**config.mk**
```make
export PLATFORM = sky130hd
export DESIGN_NAME = shot_sequencer
export DESIGN_NICKNAME = d
export VERILOG_FILES = /design/src/rtl/shot_sequencer.sv
export SDC_FILE = /design/constraint.sdc
export NUM_CORES = 1
export LEC_CHECK = 0
export BUFFER_PORTS_ARGS = -buffer_cell sky130_fd_sc_hd__buf_2
export CORE_UTILIZATION = 55
export CTS_CLUSTER_SIZE = 12
export DETAILED_ROUTE_END_ITERATION = 8
export PLACE_DENSITY_LB_ADDON = 0.1
export SLEW_MARGIN = 20
export SYNTH_ARGS = -nofsm -noshare
export SYNTH_HDL_FRONTEND = slang
export SYNTH_SLANG_ARGS = --single-unit
```
**constraint.sdc**
```tcl
create_clock -name clk -period 3.6 [get_ports clk]
set_clock_uncertainty 0.1 [all_clocks]
set_input_delay 0.54 -clock clk [delete_from_list [all_inputs] [get_ports clk]]
set_output_delay 0.54 -clock clk [all_outputs]
set_load 0.02 [all_outputs]
```
**src/rtl/shot_sequencer.sv**
```systemverilog
module shot_sequencer #(
  parameter int LONG_MS  = 146,
  parameter int SHORT_MS = 50
) (
  input  logic clk,
  input  logic rst_n,
  input  logic ms_tick,
  input  logic enable_n,
  input  logic pulse_in,
  output logic latch_q,
  output logic window,
  output logic tog_q,
  output logic tog_qn,
  output logic short_pulse
);
  localparam int LW = $clog2(LONG_MS + 1);
  localparam int SW = $clog2(SHORT_MS + 1);
  localparam logic [LW-1:0] LONG_LAST  = LW'(LONG_MS - 1);
  localparam logic [SW-1:0] SHORT_LAST = SW'(SHORT_MS - 1);

  logic [1:0]    en_sync, pi_sync;
  logic          pi_last, tog_last;
  logic [LW-1:0] lcnt;
  logic [SW-1:0] scnt;

  wire pi_fall   = pi_last & ~pi_sync[1];
  wire latch_clr = latch_q & ~en_sync[1];
  wire tog_rise  = tog_q & ~tog_last;

  assign tog_qn = ~tog_q;

  always_ff @(posedge clk or negedge rst_n) begin
    if (!rst_n) begin
      en_sync <= 2'b11;
      pi_sync <= 2'b00;
      pi_last <= 1'b0;
    end else begin
      en_sync <= {en_sync[0], enable_n};
      pi_sync <= {pi_sync[0], pulse_in};
      pi_last <= pi_sync[1];
    end
  end

  always_ff @(posedge clk or negedge rst_n) begin
    if (!rst_n) latch_q <= 1'b1;
    else if (latch_clr) latch_q <= 1'b0;
  end

  always_ff @(posedge clk or negedge rst_n) begin
    if (!rst_n) begin
      window <= 1'b0;
      lcnt   <= '0;
    end else if (latch_clr) begin
      window <= 1'b1;
      lcnt   <= '0;
    end else if (window && ms_tick) begin
      if (lcnt == LONG_LAST) window <= 1'b0;
      else lcnt <= lcnt + 1'b1;
    end
  end

  always_ff @(posedge clk or negedge rst_n) begin
    if (!rst_n) begin
      tog_q    <= 1'b0;
      tog_last <= 1'b0;
    end else begin
      tog_last <= tog_q;
      if (!window) tog_q <= 1'b0;
      else if (pi_fall) tog_q <= ~tog_q;
    end
  end

  always_ff @(posedge clk or negedge rst_n) begin
    if (!rst_n) begin
      short_pulse <= 1'b0;
      scnt        <= '0;
    end else if (!short_pulse) begin
      if (tog_rise) begin
        short_pulse <= 1'b1;
        scnt        <= '0;
      end
    end else if (ms_tick) begin
      if (scnt == SHORT_LAST) short_pulse <= 1'b0;
      else scnt <= scnt + 1'b1;
    end
  end
endmodule

```
; ---- After elaboration in Yosys (flattened, before gate mapping)
; Index checks and enable logic that the tools add are counted.
[classes]
add_sub_neg = 2
bitwise = 7
n_eq_ne = 6
n_mux = 16
n_reduce_logical = 7
[op_table]
columns = cell, count
row1 = two-way mux 6 bit, 4
row2 = two-way mux 8 bit, 3
row3 = two-way mux 1 bit, 9
row4 = adder 8 x 1 -> 8 bit (second input constant), 1
row5 = equality test 8 bit (second input constant), 1
row6 = adder 6 x 1 -> 6 bit (second input constant), 1
row7 = equality test 6 bit (second input constant), 1
row8 = != test 2 bit (second input constant), 3
row9 = nonzero test 2 bit, 3
row10 = inverter 1 bit, 4
row11 = AND reduction 2 bit, 2
row12 = bitwise AND 1 bit, 3
row13 = AND reduction 3 bit, 1
row14 = != test 2 x 1 -> 1 bit (second input constant), 1
row15 = logical AND 1 bit, 1
[totals]
input_bits = 5
register_bits = 24
output_inout_bits = 5

; ---- Logic depth before layout (Yosys ltp)
[logic_depth]
word_depth = 4
ltp_mapped = 5

; ---- Worst setup path after synthesis
; No wires, ideal clock.
[synth_timing]
path_type = register to register
startpoint = register short_pulse
endpoint = register scnt[1]
path_stages_with_launch = 5
setup_slack_ns = 2.091
period_less_slack_ns = 1.509
setup_ns = 0.139
n_path_buf = 1
arrival_ns = 1.271
path_cell_list = dfrtp_1 > or3b_1 > buf_2 > o211ai_1 > o32ai_2
[synth_via]
elab_chain_cells = 2
word_cells_on_any_way = 5
cone_classes = eq/ne (2) / mux (1) / reduce/logical (2)
[synth_rtl]
columns = item, line
row1 = "start, declared", 14  ; output logic short_pulse
row2 = "start signal, assigned", 75  ; short_pulse <= 1'b0;
row3 = "start signal, assigned", 79  ; short_pulse <= 1'b1;
row4 = "start signal, assigned", 83  ; if (scnt == SHORT_LAST) short_pulse <= 1'b0;
row5 = != test 2 bit (no line) or nonzero test 2 bit (tied branches), -
row6 = AND reduction 3 bit (no line), -
row7 = "end signal, assigned", 84  ; else scnt <= scnt + 1'b1;
row8 = "end, declared", 24  ; logic [SW-1:0] scnt;
; Parallel ways exist; a longest one is shown, timed or not.
; A chain may end at the register's enable or synchronous reset.

; ---- Worst setup path in the final report
[layout_timing]
startpoint = register latch_q
endpoint = output port latch_q
[layout_rtl]
columns = item, line
row1 = "start, declared", 10  ; output logic latch_q,
row2 = "start signal, assigned", 45  ; if (!rst_n) latch_q <= 1'b1;
row3 = "start signal, assigned", 46  ; else if (latch_clr) latch_q <= 1'b0;
; No word-level cell between the ends.

==> results.py <==
metrics = {
    "clocking": {
        "htree_levels": 1,
        "root_buffer": "clkbuf_4",
        "cts_tree": "done",
        "hold_buffers": 0,
        "clock_latency_ns": 0.31,
        "cts.clk_slew.worst_paths_ns": 0.13,
        "cts-resized-gates": 0,
        "numCtsBuffers": 3,
        "clock_sinks": 24,
        "clk_path_buf_depth": 2,
        "post-cts-setup-buffers": 0,
    },
    "floorplan": {
        "num_rows": 16,
        "dieArea_mm2": 0.00230,
        "start_util_pct": 58.6,
        "die_h_um": 48.0,
        "fp.dieW_um": 48.0,
        "core_mm2": 0.00198,
        "ios": 10,
    },
    "placement": {
        "io_buffers": 9,
        "hpwl_um": 1540,
        "place_congestion": 0.773,
        "place_area_mm2": 0.00122,
        "dp_slack_ns": 1.90,
    },
    "critical_path": {
        "critPathBufInv": 1,
        "start_kind": "flop",
        "cp_num_cells": 1,
        "cp_data_arrival_time_ns": 1.04,
        "crit_type": "reg2out",
        "worstPathCellList": "buf_2",
        "crit_slowest_cell": "dfstp_2",
        "critPathMaxStageDelay_ns": 0.57,
        "r2r_cells": 5,
        "critPathMaxFanout": 4,
        "crit_required_ns": 2.96,
        "cp_top_family": "flip-flops",
        "crit_path_end_kind": "primary output",
    },
    "detailed_routing": {
        "vias": 851,
        "drt-total-wl_um": 2080,
        "drcViolationCount": 0,
        "drt_pre_antenna_iters": 4,
        "ant_nets": 0,
        "viasPerCell": 5.91,
        "drt_iter0_drc": 7,
        "wl_per_cell_um": 14.5,
    },
    "synth": {
        "synth_common_cells": "dfrtp_1 (21), nand3_1 (8), a21oi_1 (7), inv_1 (7), nand2_1 (6)",
        "synth_top_area_share_pct": 45.2,
        "async_flop_share_pct": 100,
        "yosysWarnings": 0,
        "synth_edf_count": 0,
        "ys_ff_latch": 24,
        "syn_inst": 107,
        "synth.top_cells.by_area": "dfrtp_1 (45%), dfstp_2 (6.8%), ha_1 (4.3%), nand3_1 (3.4%), a21oi_1 (3.0%)",
        "syn-cell-area_mm2": 0.00116,
        "ys_seq_area_share_pct": 52.0,
        "avgSynthCellArea_um2": 10.9,
        "yosysTopAreaCell": "dfrtp_1",
        "ys.flop_type": "dfrtp_1",
        "synthesis.nets": 116,
        "synth_cell_types": 38,
        "synth_most_common_cell": "dfrtp_1",
    },
    "final_layout": {
        "area_delta_synth_final_pct": 9.90,
        "nNetsFinal": 127,
        "n_fill_cell": 161,
        "drive_gt1_share_pct": 21.4,
        "post-route-util_pct": 64.5,
        "design_area_mm2": 0.00128,
        "diodes": 0,
    },
    "power": {
        "clockPowerShare_pct": 27.2,
        "pwr-share-seq_pct": 51.7,
        "switching_power_w": 0.000216,
        "swShare_pct": 30.4,
        "combPwrFrac_pct": 21.1,
        "p_int_w": 0.000493,
        "p_leak_nw": 0.571,
        "p_per_area_mw_per_mm2": 555,
        "ir_drop_v": 0.000363,
    },
    "sta": {
        "finalCriticalPeriod_ns": 1.68,
        "worst_slew_pin_slew_ns": 0.597,
        "setup_slack_ns": 1.92,
        "rsz0062_at_grt": "false",
        "max_freq_mhz": 594,
        "finalCritPeriodShare_pct": 46.7,
        "fin_tns_setup_ns": 0,
        "slew_headroom_pct": 60.1,
        "slew_viol_final": 0,
        "finalHoldViolations": 0,
        "setup_viol": 0,
    },
    "global_routing": {
        "first_global_vias": 794,
        "track_usage_pct": 22.2,
        "grt_max_degree": 25,
        "grt_pass1_wl_um": 3460,
        "grt-ovfl-total": 0,
        "antenna_found_initial": 0,
    },
    "flow_run": {
        "cap_violations": 0,
    },
    "hold_path": {
        "hold_path_class": "in2async",
    },
    "run_status": {
        "status": "complete, no violations",
    },
}
-- final timing paths --
kind,start,to,slack [ns]
worst max register to register,scnt[1],scnt[1],2.00
worst min register to register,pi_sync[0],pi_sync[1],0.27
max in group asynchronous,rst_n,en_sync[1],2.96
worst min-delay path,rst_n,scnt[1],0.08
min in group clk,enable_n,en_sync[0],0.21
worst max-delay path,latch_q,latch_q,1.92
-- final cells by class --
cell class / count / area, µm² / share of cell area, %
clock buffers: 3 / 22.5 / 1.76
repair buffers: 9 / 45.0 / 3.53
well taps: 27 / 33.8 / 2.64
inverters: 7 / 26.3 / 2.06
flip-flops and latches: 24 / 604 / 47.3
clock inverters: 1 / 30.0 / 2.35
multi-input cells: 73 / 515 / 40.4
-- cell usage in the layout (no fill, tap or decap), types with 2 or more instances in the layout --
cell type / instances
o21ai_0: 5
nand3_1: 8
o31ai_1: 3
nor2b_1: 2
nand4_1: 3
inv_1: 7
or4_1: 2
clkbuf_4: 3
nand2_1: 6
and4bb_2: 2
or3_1: 3
mux2i_1: 3
ha_1: 4
buf_2: 9
and2_1: 2
a21oi_1: 7
nand2b_1: 2
a21o_2: 2
dfstp_2: 3
o211ai_1: 3
dfrtp_1: 21
-- layer usage --
metal / up-vias / global-route usage [%] / part of all wire, %
met3: 2 / 3.77 / 2.5
met1: 423 / 28.4 / 48
met2: 12 / 36.2 / 49
met5: - / 0 / 0
li1: 414 / - / -
met4: 0 / 10.6 / 0.62
-- sequential cells by signal, summed over array words and instances (netlist names) --
name         flops
en_sync          2
tog_q            1
scnt             6
lcnt             8
window           1
tog_last         1
latch_q          1
pi_last          1
short_pulse      1
pi_sync          2
-- cell families (layout without fill, tap and decap cells) --
family | count (synthesis) | in the layout | synth area share, %
AND/OR/NAND/NOR | 38 | 38 | 20.6
multiplexers | 3 | 3 | 2.58
buffers and inverters | 10 | 20 | 3.66
adder cells (fa/ha/maj) | 4 | 4 | 4.31
XOR/XNOR | 1 | 1 | 0.754
flip-flops | 24 | 24 | 52.0
AO/OA/AOI/OAI | 27 | 27 | 16.1
-- metrics by stage --
step | total power, W | cells | hold slack (ns)
global route | 0.000752 | 144 | 0.113
floorplan | 0.000473 | 107 | 0.144
CTS | 0.000717 | 144 | 0.0800
global placement | 0.000511 | 140 | 0.237
detailed placement | 0.000524 | 140 | 0.246
finish | 0.000709 | 144 | 0.0780
-- power groups by stage --
stage          registers (W)  logic, W  clock network, W
3_3_place_gp        0.000367  0.000144                 0
5_1_grt             0.000376  0.000169          0.000206
3_5_place_dp        0.000373  0.000152                 0
4_1_cts             0.000367  0.000152          0.000198
6_report            0.000366  0.000150          0.000193
2_1_floorplan       0.000362  0.000110                 0
No activity file was read; power rests on OpenSTA's default activity.
